**src/rtl/otp_slot_pkg.sv**
```systemverilog
package otp_slot_pkg;

   typedef enum logic [1:0] {
      OPC_STORE     = 2'd0,
      OPC_RESTORE   = 2'd1,
      OPC_READ_SLOT = 2'd2,
      OPC_READ_LAST = 2'd3
   } otp_op_e;

   typedef enum logic [1:0] {
      PEND_NONE    = 2'd0,
      PEND_PROG    = 2'd1,
      PEND_RESTORE = 2'd2
   } otp_pend_e;

endpackage

```
**src/rtl/otp_busy_timer.sv**
```systemverilog
module otp_busy_timer #(
   parameter int CNT_W     = 8,
   parameter int RESET_CNT = 1
) (
   input  logic             clk,
   input  logic             rst_n,
   input  logic             load,
   input  logic [CNT_W-1:0] load_val,
   output logic             busy,
   output logic             last
);

   logic [CNT_W-1:0] cnt;

   always_ff @(posedge clk or negedge rst_n) begin
      if (!rst_n)
         cnt <= CNT_W'(RESET_CNT);
      else if (load)
         cnt <= load_val;
      else if (cnt != '0)
         cnt <= cnt - 1'b1;
   end

   assign busy = (cnt != '0);
   assign last = (cnt == CNT_W'(1));


   load_idle_chk: assert property (@(posedge clk) disable iff (!rst_n)
      load |-> !busy);

endmodule

```
**src/rtl/otp_slot_array.sv**
```systemverilog
module otp_slot_array #(
   parameter int          DATA_W      = 10,
   parameter int          ADDR_W      = 6,
   parameter int          SLOT_CNT    = 50,
   parameter int          TOL_HI_ADDR = 57,
   parameter int          TOL_LO_ADDR = 58,
   parameter logic [7:0]  TOL_HI      = 8'h00,
   parameter logic [7:0]  TOL_LO      = 8'h00
) (
   input  logic              clk,
   input  logic              rst_n,
   input  logic              wr_en,
   input  logic [ADDR_W-1:0] wr_addr,
   input  logic [DATA_W-1:0] wr_data,
   input  logic [ADDR_W-1:0] rd_addr_a,
   output logic [DATA_W-1:0] rd_data_a,
   input  logic [ADDR_W-1:0] rd_addr_b,
   output logic [DATA_W-1:0] rd_data_b
);

   localparam int DEPTH = 2 ** ADDR_W;

   logic [DEPTH-1:0][DATA_W-1:0] mem;

   for (genvar g = 0; g < DEPTH; g++) begin : g_cell
      if (g >= 1 && g <= SLOT_CNT) begin : g_slot
         logic [DATA_W-1:0] q;
         always_ff @(posedge clk or negedge rst_n) begin
            if (!rst_n)
               q <= '0;
            else if (wr_en && wr_addr == ADDR_W'(g))
               q <= wr_data;
         end
         assign mem[g] = q;
      end else if (g == TOL_HI_ADDR) begin : g_tol_hi
         assign mem[g] = DATA_W'(TOL_HI);
      end else if (g == TOL_LO_ADDR) begin : g_tol_lo
         assign mem[g] = DATA_W'(TOL_LO);
      end else begin : g_blank
         assign mem[g] = '0;
      end
   end

   assign rd_data_a = mem[rd_addr_a];
   assign rd_data_b = mem[rd_addr_b];


   wr_range_chk: assert property (@(posedge clk) disable iff (!rst_n)
      wr_en |-> (wr_addr >= ADDR_W'(1) && wr_addr <= ADDR_W'(SLOT_CNT)));

endmodule

```
**src/rtl/otp_slot_ctrl.sv**
```systemverilog
module otp_slot_ctrl
   import otp_slot_pkg::*;
#(
   parameter int         DATA_W    = 10,
   parameter int         ADDR_W    = 6,
   parameter int         SLOT_CNT  = 50,
   parameter int         PROG_CYC  = 1000,
   parameter int         RST_CYC   = 200,
   parameter int         PWRUP_CYC = 5000,
   parameter logic [7:0] TOL_HI    = 8'h80,
   parameter logic [7:0] TOL_LO    = 8'h00
) (
   input  logic              clk,
   input  logic              rst_n,
   input  logic              req_valid,
   input  logic [1:0]        req_op,
   input  logic [ADDR_W-1:0] req_addr,
   input  logic [DATA_W-1:0] req_wiper,
   output logic              busy,
   output logic              err,
   output logic              rsp_valid,
   output logic [DATA_W-1:0] rsp_data,
   output logic              restore_valid,
   output logic [DATA_W-1:0] restore_data,
   output logic              success,
   output logic [ADDR_W-1:0] last_slot
);

   localparam int DEPTH       = 2 ** ADDR_W;
   localparam int TOL_HI_ADDR = DEPTH - 7;
   localparam int TOL_LO_ADDR = DEPTH - 6;
   localparam int MAX_A       = (PROG_CYC > RST_CYC) ? PROG_CYC : RST_CYC;
   localparam int MAX_CYC     = (MAX_A > PWRUP_CYC) ? MAX_A : PWRUP_CYC;
   localparam int CNT_W       = $clog2(MAX_CYC + 1);
   localparam logic [DATA_W-1:0] MIDSCALE = DATA_W'(1) << (DATA_W - 1);

   if (SLOT_CNT < 1 || SLOT_CNT >= TOL_HI_ADDR) begin : g_bad_slots
      $error("SLOT_CNT must fit below the tolerance words");
   end
   if (DATA_W < 8 || DATA_W < ADDR_W) begin : g_bad_width
      $error("DATA_W must hold a tolerance byte and a slot number");
   end
   if (PROG_CYC < 1 || RST_CYC < 1 || PWRUP_CYC < 1) begin : g_bad_timing
      $error("timing parameters must be at least one cycle");
   end

   otp_op_e           op;
   otp_pend_e         pend;
   logic [ADDR_W-1:0] slot_cnt;
   logic [DATA_W-1:0] hold_data;
   logic [DATA_W-1:0] rd_a, rd_b;
   logic              accept, full, tmr_load, tmr_last;
   logic [CNT_W-1:0]  tmr_val;

   assign op       = otp_op_e'(req_op);
   assign accept   = req_valid && !busy;
   assign full     = (slot_cnt == ADDR_W'(SLOT_CNT));
   assign tmr_load = accept && ((op == OPC_STORE && !full) || op == OPC_RESTORE);
   assign tmr_val  = (op == OPC_STORE) ? CNT_W'(PROG_CYC) : CNT_W'(RST_CYC);

   otp_busy_timer #(
      .CNT_W     (CNT_W),
      .RESET_CNT (PWRUP_CYC)
   ) u_timer (
      .clk      (clk),
      .rst_n    (rst_n),
      .load     (tmr_load),
      .load_val (tmr_val),
      .busy     (busy),
      .last     (tmr_last)
   );

   otp_slot_array #(
      .DATA_W      (DATA_W),
      .ADDR_W      (ADDR_W),
      .SLOT_CNT    (SLOT_CNT),
      .TOL_HI_ADDR (TOL_HI_ADDR),
      .TOL_LO_ADDR (TOL_LO_ADDR),
      .TOL_HI      (TOL_HI),
      .TOL_LO      (TOL_LO)
   ) u_array (
      .clk       (clk),
      .rst_n     (rst_n),
      .wr_en     (tmr_last && pend == PEND_PROG),
      .wr_addr   (slot_cnt + 1'b1),
      .wr_data   (hold_data),
      .rd_addr_a (req_addr),
      .rd_data_a (rd_a),
      .rd_addr_b (slot_cnt),
      .rd_data_b (rd_b)
   );

   always_ff @(posedge clk or negedge rst_n) begin
      if (!rst_n) begin
         slot_cnt      <= '0;
         success       <= 1'b0;
         pend          <= PEND_RESTORE;
         hold_data     <= '0;
         err           <= 1'b0;
         rsp_valid     <= 1'b0;
         rsp_data      <= '0;
         restore_valid <= 1'b0;
         restore_data  <= '0;
      end else begin
         err           <= req_valid && busy;
         rsp_valid     <= 1'b0;
         restore_valid <= 1'b0;
         if (accept) begin
            case (op)
               OPC_STORE: begin
                  success <= 1'b0;
                  if (!full) begin
                     pend      <= PEND_PROG;
                     hold_data <= req_wiper;
                  end
               end
               OPC_RESTORE: pend <= PEND_RESTORE;
               OPC_READ_SLOT: begin
                  rsp_valid <= 1'b1;
                  rsp_data  <= rd_a;
               end
               default: begin
                  rsp_valid <= 1'b1;
                  rsp_data  <= DATA_W'(slot_cnt);
               end
            endcase
         end
         if (tmr_last) begin
            case (pend)
               PEND_PROG: begin
                  slot_cnt <= slot_cnt + 1'b1;
                  success  <= 1'b1;
               end
               PEND_RESTORE: begin
                  restore_valid <= 1'b1;
                  restore_data  <= (slot_cnt == '0) ? MIDSCALE : rd_b;
               end
               default: ;
            endcase
            pend <= PEND_NONE;
         end
      end
   end

   assign last_slot = slot_cnt;


   store_busy_chk: assert property (@(posedge clk) disable iff (!rst_n)
      (req_valid && !busy && op == OPC_STORE && !full) |=> busy);


   reject_err_chk: assert property (@(posedge clk) disable iff (!rst_n)
      (req_valid && busy) |=> (err && !rsp_valid));


   slot_bound_chk: assert property (@(posedge clk) disable iff (!rst_n)
      slot_cnt <= ADDR_W'(SLOT_CNT));


   slot_step_chk: assert property (@(posedge clk) disable iff (!rst_n)
      !$stable(slot_cnt) |-> slot_cnt == ADDR_W'($past(slot_cnt) + 1'b1));


   success_rise_chk: assert property (@(posedge clk) disable iff (!rst_n)
      $rose(success) |-> $fell(busy));


   restore_idle_chk: assert property (@(posedge clk) disable iff (!rst_n)
      restore_valid |-> !busy);

endmodule

```
**config.mk**
```make
export PLATFORM = sky130hd
export DESIGN_NAME = otp_slot_ctrl
export DESIGN_NICKNAME = d
export VERILOG_FILES = /design/src/rtl/otp_slot_pkg.sv /design/src/rtl/otp_busy_timer.sv /design/src/rtl/otp_slot_array.sv /design/src/rtl/otp_slot_ctrl.sv
export SDC_FILE = /design/constraint.sdc
export NUM_CORES = 1
export LEC_CHECK = 0
export ABC_AREA = 1
export BUFFER_PORTS_ARGS = -buffer_cell sky130_fd_sc_hd__buf_2
export CORE_MARGIN = 2
export CORE_UTILIZATION = 40
export DETAILED_ROUTE_END_ITERATION = 16
export SLEW_MARGIN = 20
export SYNTH_ARGS = -nofsm -noshare
export SYNTH_HDL_FRONTEND = slang
export SYNTH_SLANG_ARGS = --single-unit
```
**constraint.sdc**
```tcl
create_clock -name clk -period 7.1 [get_ports clk]
set_clock_uncertainty 0.05 [all_clocks]
set_input_delay 0.355 -clock clk [delete_from_list [all_inputs] [get_ports clk]]
set_output_delay 0.355 -clock clk [all_outputs]
set_load 0.01 [all_outputs]
```
==> flow_summary.ini <==
[critical_path]
r2r-start = last_slot[0]$_DFFE_PN0P_
crit_required_ps = 7630
critPathKind = reg -> reg
end_kind = register
worst-r2r-setup-slack_ps = 2910
arrival_ps = 4720
r2r-end = restore_data[3]$_DFFE_PN0P_
critPathLaunchType = register
cp-startpoint = last_slot[0]$_DFFE_PN0P_
worstPathMaxFanout = 53
reg2reg_depth = 14

[floorplan]
placementRows = 101
die_height_um = 281.3
start_util_pct = 40.43
core-area_sq_mm = 0.07608
die_area_sq_mm = 0.07912
die_w_um = 281.3
ios = 52

[clock_tree]
cts_resized = 0
postCtsSetupRepairBufs = 0
cts_tree = yes
h-tree-depth = 3
clkTransAtPathRegs_ps = 60
cts_buffers = 67
cts_root_buffer = clkbuf_16
cts_num_sinks = 555
clock_latency_ps = 640
clockBufferDepth = 3

[sta]
slew-limit-headroom_pct = 23.76
tns_ps = 0
layout_min_cycle_time_ps = 4194
worstMarginPinSlew_ps = 1139
rsz0062_at_grt = no
fin_crit_sh_pct = 59.07
timing.fmax_ghz = 0.2384
drv_slew = 0
final-hold-violation-count = 0
finalSetupViolations = 0

[finish]
layoutNonFillerInstCount = 5276
area_delta_synth_final_pct = 9.129
final_nets = 4224
drive_above_1_share_pct = 5.960
utilization_pct = 44.12

[yosys]
synth_top_family_by_area = simple AND/OR/NAND/NOR gates
muxShareOfSynthArea_pct = 0.03662
synth_top_flop_cell = dfrtp_1
yosysTopAreaCellShare_pct = 44.67
synthArstFlopShare_pct = 100.0
synth_nets = 4400
ys_types = 43
synth_most_common_cell = nand2_1
yosysSeqAreaShare_pct = 45.18
yosysWarnings = 0
synthAdderAreaFrac_pct = 0.3255
synth_area_sq_mm = 0.03075
postSynthAreaPerCell_sq_um = 7.036
synth_common_cells = 1408 x nand2_1, 686 x o21ai_0, 549 x dfrtp_1, 351 x inv_1, 269 x nor2_1
synth_area_leaders = dfrtp_1 45%, nand2_1 17%, o21ai_0 11%, inv_1 4.3%, nand3_1 4.2%
synth_seq_cells = 555
synth_compound_area_share_pct = 19.50
synth_largest_area_cell = dfrtp_1
synth_xor_area_share_pct = 0.3051
synth_edf_count = 0
syn_inst = 4371
yosys.area_share.simple_pct = 25.27

[pwr]
p_per_area_mw_per_mm2 = 212.2
leakagePower_uw = 0.01495
ir_worst_vdd_v = 0.0001586

[global_routing]
grt_max_degree = 185
grt_pass1_wl_um = 175200
grt_overflow = 0
grt_pass1_vias = 27177
antenna_found_initial = 2
grt_usage_pct = 29.30

[drt]
vias_per_cell = 5.657
drt-total-wl_um = 116100
num_vias = 29847
drt_iter0_drc = 3896
drc = 0
routedWlPerCell_um = 22.01
drtAntennaViolNets = 0
dr.pass1.iters = 9

[outcome]
status = completed

[place]
gp_congestion = 0.9984
dpl.cell_count = 5143
hpwlAfterDp_um = 71840
port_buffers = 51

[min_path]
min_to = success$_DFF_PN0_
min_path_type = in -> reg
worstHoldStart = req_op[1]
worstHoldPathCells = 5

[job]
maxCapViolations = 0
stage by stage:
| stage | setup WS (ps) | hold WS [ps] | power, uW | instance area [sq um] |
|---|---|---|---|---|
| 4_1_cts | 3015 | 50.64 | 7147 | 33530 |
| 3_5_place_dp | 2953 | 289.7 | 3619 | 31170 |
| 6_report | 2906 | 66.61 | 7122 | 33560 |
| 3_3_place_gp | 2949 | 281.3 | 3618 | 31170 |
| 2_1_floorplan | 4609 | 9.409 | 3427 | 30750 |
| 5_1_grt | 2691 | 114.2 | 7320 | 33560 |
layout by cell type (no fill, tap or decap), types with 6 or more instances in the layout:
cell,Yosys,final
clkinv_2,0,10
o211ai_1,89,89
dlygate4sd3_1,0,12
nor2_2,2,6
o22ai_1,18,18
nand3_1,259,259
dfstp_2,6,6
o221ai_1,12,12
a21oi_1,228,228
nand2_2,4,6
nand2_1,1408,1406
ha_1,8,8
buf_2,109,48
inv_2,8,17
clkbuf_8,0,22
clkbuf_1,162,12
or2_2,6,6
buf_4,2,31
dfrtp_1,549,547
o21ai_1,78,78
clkbuf_16,0,68
nor2_1,269,264
o21ai_0,686,686
inv_1,351,339
a22oi_1,9,9
critical path: stages, from the launching register on:
cell and delay, ps:
dfrtp_4 840, buf_4 530, inv_4 310, buf_4 440, nor2_1 770, nand2_1 90
o21ai_0 100, o21ai_0 90, nand2_1 240, nor2_1 70, nand2_1 160, nand2_1 100
nand2_1 80, nand3_1 90, nand2_1 70
worst max path at each step:
stage                                        to  slack, ps  cells after the start
finish              restore_data[3]$_DFFE_PN0P_       2910                     14
floorplan              hold_data[3]$_DFFE_PN0P_       4610                     12
global route           hold_data[3]$_DFFE_PN0P_       2690                      8
global placement        rsp_data[4]$_DFFE_PN0P_       2950                     14
CTS                    hold_data[2]$_DFFE_PN0P_       3020                      8
detailed placement      rsp_data[4]$_DFFE_PN0P_       2950                     14
routing by layer:
metal  routed length [um]  vias to the layer above  track usage (%)
met3                11970                      288            6.426
li1                     -                    13759                -
met4                 5427                        0            12.79
met2                49980                     1652            43.97
met1                48720                    14148            40.54
met5                    0                        -                0
flip-flops by register name, summed over array words and instances, names as in the netlist:
register,count
u_array.g_cell.g_slot.q,500
u_timer.cnt,13
hold_data,10
restore_data,10
rsp_data,10
last_slot,6
pend,2
err,1
restore_valid,1
rsp_valid,1
success,1
cells by family after synthesis:
| group | Yosys count |
|---|---|
| xor+xnor | 9 |
| mux | 1 |
| fa+ha+maj | 8 |
| buf+inv | 707 |
| flops | 555 |
| compound gates | 1129 |
| simple gates | 1962 |
timing repair:
item | CTS | global route
endpoints found under the hold margin | 67 | 0
hold buffers | 12 | 0
endpoints found under the setup margin | 0 | 0
power by group:
group	internal [uW]	switching (uW)
Sequential	3170	4.11
Clock	2100	1440
Combinational	92.4	314
area by class of cell:
| cell class | count | area (sq um) |
|---|---|---|
| fill | 7854 | 42510 |
| multi-input combinational | 3109 | 14000 |
| sequential | 555 | 13900 |
| clock buffer | 102 | 2049 |
| inverter | 362 | 1369 |
| tap | 1030 | 1289 |
| timing repair buffer | 100 | 762.0 |
| clock inverter | 17 | 190.2 |
| antenna | 1 | 2.502 |
Note: power is estimated with default switching activity, not from simulation.
